File: src/rtl/dma_regs_pkg.sv
package dma_regs_pkg;

  localparam logic [7:0] OFS_SRC = 8'hF0;
  localparam logic [7:0] OFS_DST = 8'hF4;
  localparam logic [7:0] OFS_CNT = 8'hF8;
  localparam logic [7:0] OFS_CTL = 8'hFC;
  localparam logic [7:0] OFS_OPR = 8'hB0;

  typedef enum logic [2:0] {
    SEL_NONE, SEL_SRC, SEL_DST, SEL_CNT, SEL_CTL, SEL_OPR
  } reg_sel_e;

  // Merge bus write data into a 32-bit register image.
  // hi=1 selects bits 31:16 for a 16-bit write.
  function automatic logic [31:0] merge_word(input logic [31:0] old_v,
                                             input logic [31:0] wdata,
                                             input logic        wide,
                                             input logic        hi);
    if (wide)    return wdata;
    else if (hi) return {wdata[15:0], old_v[15:0]};
    else         return {old_v[31:16], wdata[15:0]};
  endfunction

endpackage

File: src/rtl/bus_latency_gate.sv
module bus_latency_gate #(
  parameter int LAT_HALF = 3,
  parameter int LAT_FULL = 6
) (
  input  logic clk,
  input  logic rst_n,
  input  logic valid,
  input  logic wide,
  output logic ready
);
  localparam int CW = $clog2(LAT_FULL + 1);

  logic [CW-1:0] wait_q;
  logic [CW-1:0] target;

  assign target = wide ? CW'(LAT_FULL - 1) : CW'(LAT_HALF - 1);
  assign ready  = valid && (wait_q == target);

  always_ff @(posedge clk) begin
    if (!rst_n)             wait_q <= '0;
    else if (!valid || ready) wait_q <= '0;
    else                    wait_q <= wait_q + 1'b1;
  end

  AST_READY_WITH_VALID: assert property (@(posedge clk) disable iff (!rst_n)
    ready |-> valid);
  AST_NO_READY_ON_START: assert property (@(posedge clk) disable iff (!rst_n)
    $rose(valid) |-> !ready);

endmodule

File: src/rtl/step_counter.sv
module step_counter #(
  parameter int  WIDTH = 32,
  parameter int  AMT_W = 3,
  parameter bit  DOWN  = 1'b0
) (
  input  logic             clk,
  input  logic             rst_n,
  input  logic             load,
  input  logic [WIDTH-1:0] load_val,
  input  logic             step,
  input  logic [AMT_W-1:0] step_amt,
  output logic [WIDTH-1:0] value
);
  logic [WIDTH-1:0] val_q;
  logic [WIDTH-1:0] stepped;

  generate
    if (DOWN) begin : g_down
      assign stepped = (val_q == '0) ? '0 : val_q - WIDTH'(step_amt);
    end else begin : g_up
      assign stepped = val_q + WIDTH'(step_amt);
    end
  endgenerate

  always_ff @(posedge clk) begin
    if (!rst_n)     val_q <= '0;
    else if (load)  val_q <= load_val;
    else if (step)  val_q <= stepped;
  end

  assign value = val_q;

  AST_LOAD_WINS: assert property (@(posedge clk) disable iff (!rst_n)
    load |=> value == $past(load_val));

endmodule

File: src/rtl/rc_flag.sv
module rc_flag (
  input  logic clk,
  input  logic rst_n,
  input  logic hw_set,
  input  logic rd_hit,
  input  logic wr_hit,
  input  logic wr_bit,
  output logic flag
);
  logic flag_q;
  logic seen_q;

  always_ff @(posedge clk) begin
    if (!rst_n) begin
      flag_q <= 1'b0;
      seen_q <= 1'b0;
    end else if (hw_set) begin
      flag_q <= 1'b1;
      seen_q <= 1'b0;
    end else if (wr_hit && !wr_bit && seen_q) begin
      flag_q <= 1'b0;
      seen_q <= 1'b0;
    end else if (rd_hit && flag_q) begin
      seen_q <= 1'b1;
    end
  end

  assign flag = flag_q;

  AST_HW_SET_WINS: assert property (@(posedge clk) disable iff (!rst_n)
    hw_set |=> flag);
  AST_FLAG_HOLDS: assert property (@(posedge clk) disable iff (!rst_n)
    (flag && !(wr_hit && !wr_bit)) |=> flag);
  AST_CLEAR_AFTER_READ: assert property (@(posedge clk) disable iff (!rst_n)
    $fell(flag) |-> $past(seen_q));

endmodule

File: src/rtl/dma_chan_regs.sv
module dma_chan_regs
  import dma_regs_pkg::*;
#(
  parameter int LAT_HALF    = 3,
  parameter int LAT_FULL    = 6,
  parameter int CNT_W       = 24,
  parameter int OPR_W       = 16,
  parameter int CH_FLAG_BIT = 1,
  parameter int OP_FLAG_LO  = 1,
  parameter int N_OP_FLAGS  = 2
) (
  input  logic                  clk,
  input  logic                  rst_n,
  input  logic                  req_valid,
  output logic                  req_ready,
  input  logic                  req_write,
  input  logic                  req_wide,
  input  logic [7:0]            req_addr,
  input  logic [31:0]           req_wdata,
  output logic [31:0]           rsp_rdata,
  output logic                  rsp_err,
  input  logic                  step_src,
  input  logic                  step_dst,
  input  logic                  step_wide,
  input  logic                  dec_count,
  input  logic                  set_chan_flag,
  input  logic [N_OP_FLAGS-1:0] set_op_flags,
  output logic [31:0]           src_addr,
  output logic [31:0]           dst_addr,
  output logic [CNT_W-1:0]      xfer_count,
  output logic [31:0]           chan_ctrl,
  output logic [OPR_W-1:0]      op_ctrl
);
  localparam int DW = 32;
  localparam logic [DW-1:0]    CTL_FLAG_MASK = DW'(1) << CH_FLAG_BIT;
  localparam logic [OPR_W-1:0] OPR_FLAG_MASK =
    OPR_W'(((1 << N_OP_FLAGS) - 1) << OP_FLAG_LO);

  reg_sel_e      sel;
  logic          misalign, opr_bad, dec_err, hi;
  logic          acc, wr_ok, rd_ok;
  logic [DW-1:0] cur_word, merged;
  logic [2:0]    addr_step;
  logic          ch_flag;
  logic [N_OP_FLAGS-1:0] op_flags;
  logic [DW-1:0]    ctl_q;
  logic [OPR_W-1:0] opr_q;
  logic          ch_cover;

  // Address decode
  always_comb begin
    case ({req_addr[7:2], 2'b00})
      OFS_SRC: sel = SEL_SRC;
      OFS_DST: sel = SEL_DST;
      OFS_CNT: sel = SEL_CNT;
      OFS_CTL: sel = SEL_CTL;
      OFS_OPR: sel = SEL_OPR;
      default: sel = SEL_NONE;
    endcase
  end

  assign misalign = req_wide ? (req_addr[1:0] != 2'b00) : req_addr[0];
  assign opr_bad  = (sel == SEL_OPR) && (req_wide || req_addr[1]);
  assign dec_err  = (sel == SEL_NONE) || misalign || opr_bad;
  assign hi       = !req_wide && !req_addr[1] && (sel != SEL_OPR);

  bus_latency_gate #(.LAT_HALF(LAT_HALF), .LAT_FULL(LAT_FULL)) u_gate (
    .clk(clk), .rst_n(rst_n), .valid(req_valid), .wide(req_wide),
    .ready(req_ready)
  );

  assign acc   = req_valid && req_ready;
  assign wr_ok = acc && req_write && !dec_err;
  assign rd_ok = acc && !req_write && !dec_err;

  always_comb begin
    case (sel)
      SEL_SRC: cur_word = src_addr;
      SEL_DST: cur_word = dst_addr;
      SEL_CNT: cur_word = DW'(xfer_count);
      SEL_CTL: cur_word = chan_ctrl;
      SEL_OPR: cur_word = DW'(op_ctrl);
      default: cur_word = '0;
    endcase
  end

  assign merged = merge_word(cur_word, req_wdata, req_wide, hi);

  always_comb begin
    if (!rd_ok)        rsp_rdata = '0;
    else if (req_wide) rsp_rdata = cur_word;
    else if (hi)       rsp_rdata = {16'h0000, cur_word[31:16]};
    else               rsp_rdata = {16'h0000, cur_word[15:0]};
  end
  assign rsp_err = acc && dec_err;

  // Address and count counters
  assign addr_step = step_wide ? 3'd4 : 3'd2;

  step_counter #(.WIDTH(DW), .AMT_W(3), .DOWN(1'b0)) u_src (
    .clk(clk), .rst_n(rst_n), .load(wr_ok && sel == SEL_SRC),
    .load_val(merged), .step(step_src), .step_amt(addr_step), .value(src_addr)
  );

  step_counter #(.WIDTH(DW), .AMT_W(3), .DOWN(1'b0)) u_dst (
    .clk(clk), .rst_n(rst_n), .load(wr_ok && sel == SEL_DST),
    .load_val(merged), .step(step_dst), .step_amt(addr_step), .value(dst_addr)
  );

  logic cnt_load;
  assign cnt_load = wr_ok && sel == SEL_CNT;

  step_counter #(.WIDTH(CNT_W), .AMT_W(1), .DOWN(1'b1)) u_cnt (
    .clk(clk), .rst_n(rst_n), .load(cnt_load),
    .load_val(merged[CNT_W-1:0]), .step(dec_count), .step_amt(1'b1),
    .value(xfer_count)
  );

  // Control and operation registers (plain bits)
  always_ff @(posedge clk) begin
    if (!rst_n) begin
      ctl_q <= '0;
      opr_q <= '0;
    end else if (wr_ok) begin
      if (sel == SEL_CTL) ctl_q <= merged & ~CTL_FLAG_MASK;
      if (sel == SEL_OPR) opr_q <= merged[OPR_W-1:0] & ~OPR_FLAG_MASK;
    end
  end

  // Flags
  assign ch_cover = (sel == SEL_CTL) && (req_wide || !hi);

  rc_flag u_ch_flag (
    .clk(clk), .rst_n(rst_n), .hw_set(set_chan_flag),
    .rd_hit(rd_ok && ch_cover), .wr_hit(wr_ok && ch_cover),
    .wr_bit(req_wdata[CH_FLAG_BIT]), .flag(ch_flag)
  );

  generate
    for (genvar i = 0; i < N_OP_FLAGS; i++) begin : g_op_flag
      rc_flag u_op_flag (
        .clk(clk), .rst_n(rst_n), .hw_set(set_op_flags[i]),
        .rd_hit(rd_ok && sel == SEL_OPR), .wr_hit(wr_ok && sel == SEL_OPR),
        .wr_bit(req_wdata[OP_FLAG_LO + i]), .flag(op_flags[i])
      );
    end
  endgenerate

  always_comb begin
    chan_ctrl = ctl_q;
    chan_ctrl[CH_FLAG_BIT] = ch_flag;
    op_ctrl = opr_q;
    op_ctrl[OP_FLAG_LO +: N_OP_FLAGS] = op_flags;
  end

  AST_CNT_FLOOR: assert property (@(posedge clk) disable iff (!rst_n)
    (dec_count && xfer_count == '0 && !cnt_load) |=> xfer_count == '0);
  AST_ERR_NO_OPR_WRITE: assert property (@(posedge clk) disable iff (!rst_n)
    (rsp_err && req_write && set_op_flags == '0) |=> $stable(op_ctrl));
  AST_ERR_ZERO_DATA: assert property (@(posedge clk) disable iff (!rst_n)
    rsp_err |-> rsp_rdata == '0);

endmodule

File: config.mk
export PLATFORM = sky130hd
export DESIGN_NAME = dma_chan_regs
export DESIGN_NICKNAME = d
export VERILOG_FILES = /design/src/rtl/dma_regs_pkg.sv /design/src/rtl/bus_latency_gate.sv /design/src/rtl/step_counter.sv /design/src/rtl/rc_flag.sv /design/src/rtl/dma_chan_regs.sv
export SDC_FILE = /design/constraint.sdc
export NUM_CORES = 1
export LEC_CHECK = 0
export CAP_MARGIN = 20
export CORE_UTILIZATION = 45
export DETAILED_ROUTE_END_ITERATION = 8
export MAX_ROUTING_LAYER = met4
export PLACE_DENSITY = 0.78
export SYNTH_ARGS = -nofsm -noshare
export SYNTH_HDL_FRONTEND = slang
export SYNTH_SLANG_ARGS = --single-unit
File: constraint.sdc
create_clock -name clk -period 2.8 [get_ports clk]
set_input_delay 0.56 -clock clk [delete_from_list [all_inputs] [get_ports clk]]
set_output_delay 0.56 -clock clk [all_outputs]
set_load 0.005 [all_outputs]
==> results of run 1 <==
-- kinds of logic (layout without fill, tap and decap cells) --
group / after synthesis / count (layout) / synth area share [%]
DFF: 142 / 142 / 33.13
AOI/OAI and AO/OA: 293 / 293 / 23.04
xor gates and xnor gates: 61 / 61 / 6.226
and+or+nand+nor: 373 / 373 / 23.16
muxes: 48 / 48 / 7.816
adders and majority gates: 8 / 8 / 1.341
buffers and inverters: 101 / 498 / 5.293
-- sequential cells by signal, summed over array words and instances, names as in the netlist --
| signal | cells |
|---|---|
| g_op_flag.u_op_flag.seen_q | 2 |
| g_op_flag.u_op_flag.flag | 2 |
| ctl_q | 31 |
| opr_q | 14 |
| u_src.value | 32 |
| u_cnt.value | 24 |
| u_dst.value | 32 |
| u_gate.wait_q | 3 |
| u_ch_flag.flag | 1 |
| u_ch_flag.seen_q | 1 |
-- power breakdown --
| group | switching, W | internal (W) | total [W] |
|---|---|---|---|
| Combinational | 0.00143 | 0.00130 | 0.00273 |
| Sequential | 0.000289 | 0.00218 | 0.00247 |
| Clock | 0.00106 | 0.00128 | 0.00234 |
-- stage by stage --
stage / utilization [%] / total power (W)
after floorplan: - / 0.003893
after global placement: 65.64 / 0.005079
after detailed placement: 65.64 / 0.005089
after CTS: 71.16 / 0.007441
after global routing: 71.28 / 0.007782
final: 71.28 / 0.007529
-- what timing repair did --
item | in CTS | in global routing
cloned | 1 | 0
hold buffers | 0 | 0
setup endpoints to repair | 34 | 25
setup buffers | 29 | 3
pin swaps | 16 | 9
resized for setup | 120 | 63
-- worst paths after layout --
check	from	endpoint	slack, ns	cells after the start
max	u_gate.wait_q[0]$_SDFF_PP0_	rsp_rdata[16]	-0.13	7
min reg2reg	g_op_flag[1].u_op_flag.seen_q$_SDFFE_PP0P_	g_op_flag[1].u_op_flag.seen_q$_SDFFE_PP0P_	0.49	1
max reg2reg	u_gate.wait_q[0]$_SDFF_PP0_	ctl_q[17]$_SDFFE_PN0P_	0.07	14
min	g_op_flag[1].u_op_flag.seen_q$_SDFFE_PP0P_	g_op_flag[1].u_op_flag.seen_q$_SDFFE_PP0P_	0.49	1
-- placed cells by master (no fill, tap or decap), types with 13 or more instances in the layout --
cell type	count
a22oi_1	15
dfxtp_1	140
clkdlybuf4s50_1	182
mux2i_1	30
nor4_1	18
a211oi_1	26
nor3_1	18
nand2_1	100
buf_6	13
and3_1	29
mux4_2	15
inv_1	21
o21ai_0	47
nor2_1	60
o22ai_1	48
xnor2_1	21
buf_4	198
xor2_1	40
nand4_1	23
nand3_1	44
clkbuf_2	22
clkbuf_16	17
a21oi_1	55
-- area by class of cell --
| class | count | area [um2] |
|---|---|---|
| multi-input combinational | 783 | 5508 |
| fill | 1465 | 5371 |
| timing repair buffer | 443 | 4005 |
| sequential | 142 | 2848 |
| clock buffer | 17 | 425.4 |
| tap | 234 | 292.8 |
| clock inverter | 15 | 168.9 |
| inverter | 23 | 86.33 |
-- critical path: cells and delay by family (launching register included) --
| kind | cells | cell delay (ns) |
|---|---|---|
| compound gates | 1 | 0.12 |
| simple gates | 4 | 0.80 |
| flops | 1 | 0.36 |
| buf+inv | 2 | 0.65 |
-- layer usage --
layer	track usage [%]	up-vias
li1	-	4636
met1	54.27	4945
met2	65.58	747
met3	9.607	133
met4	21.80	0
met5	-	-
==> metrics.md, run 1 <==
| Metric | Value |
|---|---|
| Worst setup SP type | register |
| DR vias | 10.46k |
| Most common cell in the netlist | dfxtp_1 |
| M1 WL | 16.48 mm |
| H-tree level count | 4 |
| Worst-path maximum fanout | 7 |
| Final HPWL DP | 31.49 mm |
| GRT Util Overall | 43.31% |
| Total CTS buffers | 17 |
| Failing checks | negative setup slack |
| WL per Instance | 25.14 um |
| Most frequent cells after synthesis | dfxtp_1 (142), nand2_1 (104), a21oi_1 (64) |
| Final setup fails | 4 |
| Tmin final | 2.925 ns |
| Routed wire length | 41.66 mm |
| Pwr Density | 564.6 nW/um2 |
| Hold Fails Final Rpt | 0 |
| Antenna Violating Nets Remaining | 0 |
| Top routing layer in use | met4 |
| I/O Buffers | 221 |
| HP Class | reg -> reg |
| Post-synth ARST share | 0% |
| Clock buffer depth | 2 |
| DR vias/cell | 6.313 |
| EDFF count, synth | 0 |
| Yosys cell types | 81 |
| Antenna violations before repair | 0 |
| Placement Setup Slack | -0.8506 ns |
| Hold WS | 0.4887 ns |
| Synth Flop Type | dfxtp_1 |
| Area of the mapped netlist | 8581 um2 |
| Global-route wire length before repair | 61.44 mm |
| Crit end category | output port |
| # IOs | 222 |
| Row cnt | 50 |
| RePlAce Congestion | 1.043 |
| Routed wl met2 | 18.51 mm |
| Relative slew slack | 51.80% |
| Core area | 18,710 um2 |
| Mapped Cells | 1,026 |
| Max-slew violations | 0 |
| Die area | 19,620 um2 |
| Clock Latency Late Sink | 0.44 ns |
| Clk Tree Root Cell | clkbuf_16 |
| Highest-delay cell along the critical path | clkdlybuf4s50_1 |
| Total grt overflow | 0 |
| CP Data Required Time | 2.24 ns |
| Setup TNS | -0.3094 ns |
| N_diodes | 0 |
| Worst EP arrival | 2.37 ns |
| VDD IR max | 1.008 mV |
| Die height | 140.1 um |
| Final std cells w/o fill | 1,657 |
| Max Cap Viol | 0 |
| Clk sinks | 142 |
| Drt pass-1 iters | 7 |
| PnR worst setup slack | -0.1253 ns |
| Starting Density | 45.87% |
| Post-synth top area cell | dfxtp_1 |
| CTS tree | yes |
| Syn_area_per_cell | 8.363 um2 |
| Slew at the pin with the worst max-slew slack | 0.7204 ns |
| Placed Cells | 1,592 |
| Synth top area share | 33.13% |
| Syn_nets | 1,086 |
| P_leak | 5.224 nW |
| Worst Skew | 0.008815 ns |
| Synth top area cells | dfxtp_1 (33%), nand2_1 (4.5%), xor2_1 (4.1%) |
| Layout cells sized above 1 | 26.07% |
| Post-synthesis sequential area ratio | 33.13% |
| Final instance area | 13,330 um2 |
| FMAX | 341.8 MHz |
| Status | complete, but fails checks |
| Unrepaired setup endpoints after global routing | yes |
| Starting DRT DRC Count | 1,256 |
| Final worst-path cycle share | 104.5% |
| Post-placement cell area | 12,280 um2 |
| Residual DRC | 0 |
| Largest net degree at the start of global routing | 48 |
| Reg clk slew, reported paths | 0.07 ns |
| Fin nets | 1,470 |
| Met3 WL post-DR | 4.636 mm |
| Die width | 140.1 um |
| CP Class | reg -> out |
| P&R area growth vs syn | 55.39% |
| CP max stage delay | 0.51 ns |
| Crit-path cells | nor4b_4, o21ai_2, buf_6, nor3_4, nand2_4, nor2_1, clkdlybuf4s50_1 |
| Synth Register Bits | 142 |
| Vias in the first global route | 9,868 |
| Yosys warnings | 0 |
Note: power is estimated with default switching activity, not from simulation.
==> inputs of run 2 (changes only) <==
Settings changed: SETUP_SLACK_MARGIN set to 0.15.
==> run 2 against run 1 <==
  * The run now ends clean
  * Register-to-register slack better by 0.27 ns
  * Via count increased by 0.85%
  * Maximum frequency increased by 7.4%
  * Non-clock buffer count is 16 higher
  * Hold slack lost 0.0081 ns
  * Critical endpoint is now rsp_rdata[13]
==> metrics.md, run 2 (synthesis gave the netlist of run 1 again) <==
| Metric | Value |
|---|---|
| Status | finished, final reports clean (was complete, but fails checks) |
| Row cnt | 50 (unchanged) |
| Die area | 19,620 um2 (unchanged) |
| Largest net degree at the start of global routing | 48 (unchanged) |
| Final std cells w/o fill | 1,672 (was 1,657) |
| Most frequent cells in the layout | buf_4 (189), clkdlybuf4s50_1 (179), dfxtp_1 (140), nand2_1 (102), a21oi_1 (56) (was buf_4 (198), clkdlybuf4s50_1 (182), dfxtp_1 (140), nand2_1 (100), nor2_1 (60)) |
| CP Class | in -> out (was reg -> out) |
| Worst Setup EP | rsp_rdata[13] (was rsp_rdata[16]) |
| Cell family with most CP delay | buffers and inverters (was simple AND/OR/NAND/NOR gates) |
| Unrepaired setup endpoints after global routing | yes (unchanged) |
| DR vias/cell | 6.310 (was 6.313) |
| Clk Tree Root Cell | clkbuf_16 (unchanged) |
| Sw Share | 35.80% (was 36.88%) |
| N_diodes | 0 (unchanged) |
| # IOs | 222 (unchanged) |
| Crit end category | output port (unchanged) |
| Worst-path maximum fanout | 6 (was 7) |
| Filler Cells Inserted | 1,482 (was 1,465) |
| Die width | 140.1 um (unchanged) |
| Crit-path cells | buf_6, buf_6, or3_4, o21ai_4, buf_6, mux2_4, a22oi_2, nor2_1, buf_2 (was nor4b_4, o21ai_2, buf_6, nor3_4, nand2_4, nor2_1, clkdlybuf4s50_1) |
| GRT Util Overall | 43.07% (was 43.31%) |
| Pwr Density | 547.5 nW/um2 (was 564.6 nW/um2) |
| Worst setup SP type | input port (was register) |
| Core area | 18,710 um2 (unchanged) |
| Final worst-path cycle share | 97.26% (was 104.5%) |
| CP Data Required Time | 2.24 ns (about the same) |
| Layout cells sized above 1 | 28.44% (was 26.07%) |
| CP max stage delay | 0.39 ns (was 0.51 ns) |
| Clock power frac | 31.0% (about the same) |
| FMAX | 367.2 MHz (was 341.8 MHz) |
| Starting Density | 45.87% (unchanged) |
| Slew at the pin with the worst max-slew slack | 0.8309 ns (was 0.7204 ns) |
| H-tree level count | 4 (unchanged) |
| Worst EP arrival | 2.16 ns (was 2.37 ns) |
| DR vias | 10.55k (was 10.46k) |
| Setup TNS | 0 ns (was -0.3094 ns) |
| Residual DRC | 0 (unchanged) |
| Antenna violations before repair | 0 (unchanged) |
| Antenna Violating Nets Remaining | 0 (unchanged) |
| Highest-delay cell along the critical path | or3_4 (was clkdlybuf4s50_1) |
| Max Cap Viol | 0 (unchanged) |
| Fin nets | 1,486 (was 1,470) |
| Clk sinks | 142 (unchanged) |
| Levels on crit path | 9 (was 7) |
| Routed wire length | 41.47 mm (was 41.66 mm) |
| R2R Setup Slk | 0.34 ns (was 0.07 ns) |
| Total CTS buffers | 17 (unchanged) |
| Clock Latency Late Sink | 0.44 ns (about the same) |
| Cell Int Power | 0.004787 W (was 0.004752 W) |
| Worst Setup SP | req_addr[6] (was u_gate.wait_q[0]$_SDFF_PP0_) |
| Final HPWL DP | 31.51 mm (was 31.49 mm) |
| Util after Layout | 72.81% (was 71.28%) |
| Post-placement cell area | 12,390 um2 (was 12,280 um2) |
| Total grt overflow | 0 (unchanged) |
| RePlAce Congestion | 1.065 (was 1.043) |
| Combinational power share | 36.3% (was 36.2%) |
| CP bufs+invs | 4 (was 2) |
| I/O Buffers | 221 (unchanged) |
| Switching power | 0.002669 W (was 0.002777 W) |
| Seq pwr share | 32.7% (was 32.8%) |
| Worst Skew | 0.01409 ns (was 0.008815 ns) |
| Final setup fails | 0 (was 4) |
| WL per Instance | 24.80 um (was 25.14 um) |
| VDD IR max | 1.076 mV (was 1.008 mV) |
| Final instance area | 13,620 um2 (was 13,330 um2) |
| P&R area growth vs syn | 58.72% (was 55.39%) |
| R2r worst-path depth | 4 (was 14) |
| Reg2Reg Capture Point | u_cnt.value[14]$_SDFFE_PN0P_ (was ctl_q[17]$_SDFFE_PN0P_) |
| Reg2reg start | u_cnt.value[18]$_SDFFE_PN0P_ (was u_gate.wait_q[0]$_SDFF_PP0_) |
| P_leak | 5.249 nW (was 5.224 nW) |
| CTS tree | yes (unchanged) |
| Drt pass-1 iters | 7 (unchanged) |
| Reg clk slew, reported paths | 0.06 ns (was 0.07 ns) |
| Vias in the first global route | 10.10k (was 9,868) |
| Relative slew slack | 44.61% (was 51.80%) |
| Clock buffer depth | 2 (unchanged) |
| Max-slew violations | 0 (unchanged) |
| Commonest non-fill, non-tap cell in the layout | buf_4 (unchanged) |
| Placed Cells | 1,602 (was 1,592) |
| Die height | 140.1 um (unchanged) |
| Most common cell on crit path | buf_6 |
| Tmin final | 2.723 ns (was 2.925 ns) |
| Global-route wire length before repair | 61.33 mm (was 61.44 mm) |
| HP Class | reg -> reg (unchanged) |
| Starting DRT DRC Count | 1,139 (was 1,256) |
| Hold Fails Final Rpt | 0 (unchanged) |
## run 2: metrics by stage
stage	hold slack (ns)	setup slack, ns	total power, W
after floorplan	0.4350	0.1515	0.003894
after global placement	0.4519	-0.7237	0.005016
after detailed placement	0.4698	-0.7125	0.005033
after CTS	0.4803	0.02078	0.007367
after global routing	0.5099	0.03131	0.007734
final	0.4806	0.07680	0.007457
## run 2: worst min-delay path, stage by stage, from the launching register on
cell     delay [ns]
dfxtp_1        0.32
nand2_1        0.05
o21ai_0        0.06
## run 2: layout make-up
| type | instances | area (um2) | share of cell area, % |
|---|---|---|---|
| multi-input cells | 783 | 5613 | 41.21 |
| repair buffers | 459 | 4197 | 30.81 |
| flip-flops and latches | 142 | 2848 | 20.91 |
| clock buffers | 17 | 425.4 | 3.124 |
| well taps | 234 | 292.8 | 2.150 |
| clock inverters | 14 | 157.7 | 1.158 |
| inverters | 23 | 86.33 | 0.6339 |
## run 2: power groups by stage
| stage | registers, W | logic [W] | clock network (W) |
|---|---|---|---|
| detailed placement | 0.00247 | 0.00257 | 0 |
| floorplan | 0.00242 | 0.00148 | 0 |
| finish | 0.00244 | 0.00271 | 0.00231 |
| global placement | 0.00247 | 0.00255 | 0 |
| CTS | 0.00243 | 0.00264 | 0.00230 |
| global route | 0.00246 | 0.00288 | 0.00240 |
## run 2: how the worst min path moves through the flow
| stage | from | to | slack (ns) | cells after the start |
|---|---|---|---|---|
| 2_1_floorplan | u_gate.wait_q[0]$_SDFF_PP0_ | u_gate.wait_q[0]$_SDFF_PP0_ | 0.43 | 1 |
| 3_3_place_gp | u_gate.wait_q[0]$_SDFF_PP0_ | u_gate.wait_q[0]$_SDFF_PP0_ | 0.45 | 1 |
| 3_5_place_dp | ctl_q[27]$_SDFFE_PN0P_ | ctl_q[27]$_SDFFE_PN0P_ | 0.47 | 2 |
| 4_1_cts | ctl_q[25]$_SDFFE_PN0P_ | ctl_q[25]$_SDFFE_PN0P_ | 0.48 | 2 |
| 5_1_grt | ctl_q[25]$_SDFFE_PN0P_ | ctl_q[25]$_SDFFE_PN0P_ | 0.51 | 2 |
| 6_report | ctl_q[25]$_SDFFE_PN0P_ | ctl_q[25]$_SDFFE_PN0P_ | 0.48 | 2 |
## run 2: what timing repair did
action | 4_1_cts | 5_1_grt
setup buffers | 27 | 10
hold buffers | 0 | 0
pin swaps | 21 | 22
hold endpoints to repair | 0 | 0
resized for setup | 218 | 62
gates cloned | 2 | 0
setup endpoints to repair | 43 | 48
## run 2: metal layers
metal	vias up	global-route usage [%]	part of all wire, %
li1	4662	-	-
met3	126	6.872	11
met5	-	-	0
met1	5001	54.99	40
met2	761	66.21	45
met4	0	21.28	4.6
==> inputs of run 3 (changes only) <==
Settings changed: PLACE_DENSITY 0.78 to not set, PLACE_DENSITY_LB_ADDON set to 0.12.
==> run 3 against run 2 <==
  * The flow now finishes with violations (negative setup slack)
  * Clock-buffer cell count unchanged
  * Cell area grew 0.26%
  * Global-route usage fell by 0.55 points
  * Non-clock buffer count fell by 5
  * Core utilization rose by 0.19 points
  * Critical path depth rose by 2
==> metrics.md, run 3 (synthesis gave the netlist of run 1 again) <==
| Metric | Value |
|---|---|
| Pwr Density | 535.5 nW/um2 (was 547.5 nW/um2) |
| DR vias/cell | 6.345 (was 6.310) |
| Crit end category | output port (unchanged) |
| Clock buffer depth | 2 (unchanged) |
| Relative slew slack | 38.68% (was 44.61%) |
| CP Class | in -> out (unchanged) |
| Clk sinks | 142 (unchanged) |
| # IOs | 222 (unchanged) |
| Hold Fails Final Rpt | 0 (unchanged) |
| Row cnt | 50 (unchanged) |
| Die width | 140.1 um (unchanged) |
| Worst Skew | 0.01242 ns (was 0.01409 ns) |
| Worst hold stages | 1 (was 2) |
| Clock Latency Late Sink | 0.43 ns (was 0.44 ns) |
| P&R area growth vs syn | 59.13% (was 58.72%) |
| Antenna violations before repair | 0 (unchanged) |
| Status | complete, but fails checks (was finished, final reports clean) |
| I/O Buffers | 221 (unchanged) |
| Max Cap Viol | 0 (unchanged) |
| CP max stage delay | 0.32 ns (was 0.39 ns) |
| Slew at the pin with the worst max-slew slack | 0.9136 ns (was 0.8309 ns) |
| Failing checks | negative setup slack |
| Drt pass-1 iters | 5 (was 7) |
| Routed wire length | 40.63 mm (was 41.47 mm) |
| GRT Util Overall | 42.51% (was 43.07%) |
| RePlAce Congestion | 1.046 (was 1.065) |
| Core area | 18,710 um2 (unchanged) |
| Total CTS buffers | 17 (unchanged) |
| Commonest non-fill, non-tap cell in the layout | buf_4 (unchanged) |
| CTS tree | yes (unchanged) |
| Reg clk slew, reported paths | 0.07 ns (was 0.06 ns) |
| Final HPWL DP | 31.04 mm (was 31.51 mm) |
| Starting Density | 45.87% (unchanged) |
| Fin nets | 1,481 (was 1,486) |
| Layout cells sized above 1 | 28.40% (was 28.44%) |
| Final std cells w/o fill | 1,667 (was 1,672) |
| Worst EP arrival | 2.28 ns (was 2.16 ns) |
| P_leak | 5.321 nW (was 5.249 nW) |
| PnR worst setup slack | -0.03734 ns (was 0.07680 ns) |
| Clk Tree Root Cell | clkbuf_16 (unchanged) |
| Antenna Violating Nets Remaining | 0 (unchanged) |
| Residual DRC | 0 (unchanged) |
| Total grt overflow | 0 (unchanged) |
| Most common cell on crit path | buf_6 (unchanged) |
| Most frequent cells in the layout | buf_4 (188), clkdlybuf4s50_1 (177), dfxtp_1 (140), nand2_1 (103) (was buf_4 (189), clkdlybuf4s50_1 (179), dfxtp_1 (140), nand2_1 (102), a21oi_1 (56)) |
| Highest-delay cell along the critical path | nor4b_4 (was or3_4) |
| Max-slew violations | 0 (unchanged) |
| Final worst-path cycle share | 101.3% (was 97.26%) |
| Pwr Total | 0.007312 W (was 0.007457 W) |
| DR vias | 10.58k (was 10.55k) |
| N_diodes | 0 (unchanged) |
| Setup TNS | -0.04970 ns (was 0 ns) |
| Global-route wire length before repair | 60.77 mm (was 61.33 mm) |
| Die height | 140.1 um (unchanged) |
| VDD IR max | 0.6706 mV (was 1.076 mV) |
| Crit-path cells | buf_6, buf_8, nor4b_4, o21ai_2, buf_6, nor3_4, buf_2, buf_6, buf_6, and3_4, buf_6 (was buf_6, buf_6, or3_4, o21ai_4, buf_6, mux2_4, a22oi_2, nor2_1, buf_2) |
| Hold_buf cts | 0 (unchanged) |
| Largest net degree at the start of global routing | 36 (was 48) |
| WL per Instance | 24.37 um (was 24.80 um) |
| HP Class | reg -> reg (unchanged) |
| Placed Cells | 1,594 (was 1,602) |
| Worst-path maximum fanout | 6 (unchanged) |
| Tmin final | 2.837 ns (was 2.723 ns) |
| R2r worst-path depth | 4 (unchanged) |
| CP Data Required Time | 2.24 ns (about the same) |
| Die area | 19,620 um2 (unchanged) |
| Unrepaired setup endpoints after global routing | yes (unchanged) |
| Worst setup SP type | input port (unchanged) |
| Filler Cells Inserted | 1,457 (was 1,482) |
| Final setup fails | 2 (was 0) |
| FMAX | 352.4 MHz (was 367.2 MHz) |
| Starting DRT DRC Count | 1,304 (was 1,139) |
| Vias in the first global route | 9,936 (was 10.10k) |
| H-tree level count | 4 (unchanged) |
==> run 3: worst max-delay path: cells and delay by family <==
kind | cells | cell delay [ns]
buf+inv | 7 | 0.81
simple gates | 3 | 0.76
compound gates | 1 | 0.14
==> run 3: metrics by stage <==
step	setup slack, ns	utilization [%]	cell area (um2)	hold slack [ns]
2_1_floorplan	0.1515	-	8593	0.4350
3_3_place_gp	-0.7516	66.15	12370	0.4523
3_5_place_dp	-0.7516	66.15	12370	0.4630
4_1_cts	0.03311	71.50	13370	0.4697
5_1_grt	-0.09061	73.00	13650	0.4823
6_report	-0.03734	73.00	13650	0.4723
==> run 3: timing repair <==
item	in CTS	in global routing
setup buffers	32	9
pin swaps	25	21
gates cloned	1	0
endpoints found under the hold margin	0	0
gates resized for setup	166	113
setup endpoints to repair	37	51
==> run 3: layout make-up <==
| type | count | area [um2] | area share, % |
|---|---|---|---|
| multi-input cells | 783 | 5674 | 41.56 |
| repair buffers | 454 | 4182 | 30.62 |
| flip-flops and latches | 142 | 2845 | 20.84 |
| clock buffers | 17 | 425.4 | 3.116 |
| well taps | 234 | 292.8 | 2.144 |
| clock inverters | 14 | 148.9 | 1.090 |
| inverters | 23 | 86.33 | 0.6323 |
==> run 3: per-layer routing <==
layer / vias up / track usage, % / part of all wire [%]
met5: - / - / 0
met4: 0 / 18.22 / 4.3
met3: 126 / 6.530 / 11
met2: 763 / 65.61 / 45
met1: 5019 / 55.28 / 40
li1: 4669 / - / -
==> run 3: path summary, 6_finish.rpt <==
path / startpoint / end / slack, ns
worst max-delay path: req_wide / rsp_rdata[28] / -0.04
worst min-delay path: u_gate.wait_q[0]$_SDFF_PP0_ / u_gate.wait_q[0]$_SDFF_PP0_ / 0.47
worst max register to register: u_cnt.value[18]$_SDFFE_PN0P_ / u_cnt.value[4]$_SDFFE_PN0P_ / 0.33
worst min register to register: u_gate.wait_q[0]$_SDFF_PP0_ / u_gate.wait_q[0]$_SDFF_PP0_ / 0.47
==> run 3: where the power goes <==
part           leakage (nW)  total [W]  internal (W)  switching, W
Combinational          3.89    0.00262       0.00123       0.00139
Clock                 0.280    0.00223       0.00119       0.00104
Sequential             1.15    0.00246       0.00218      0.000281
Total                  5.32    0.00731       0.00459       0.00272
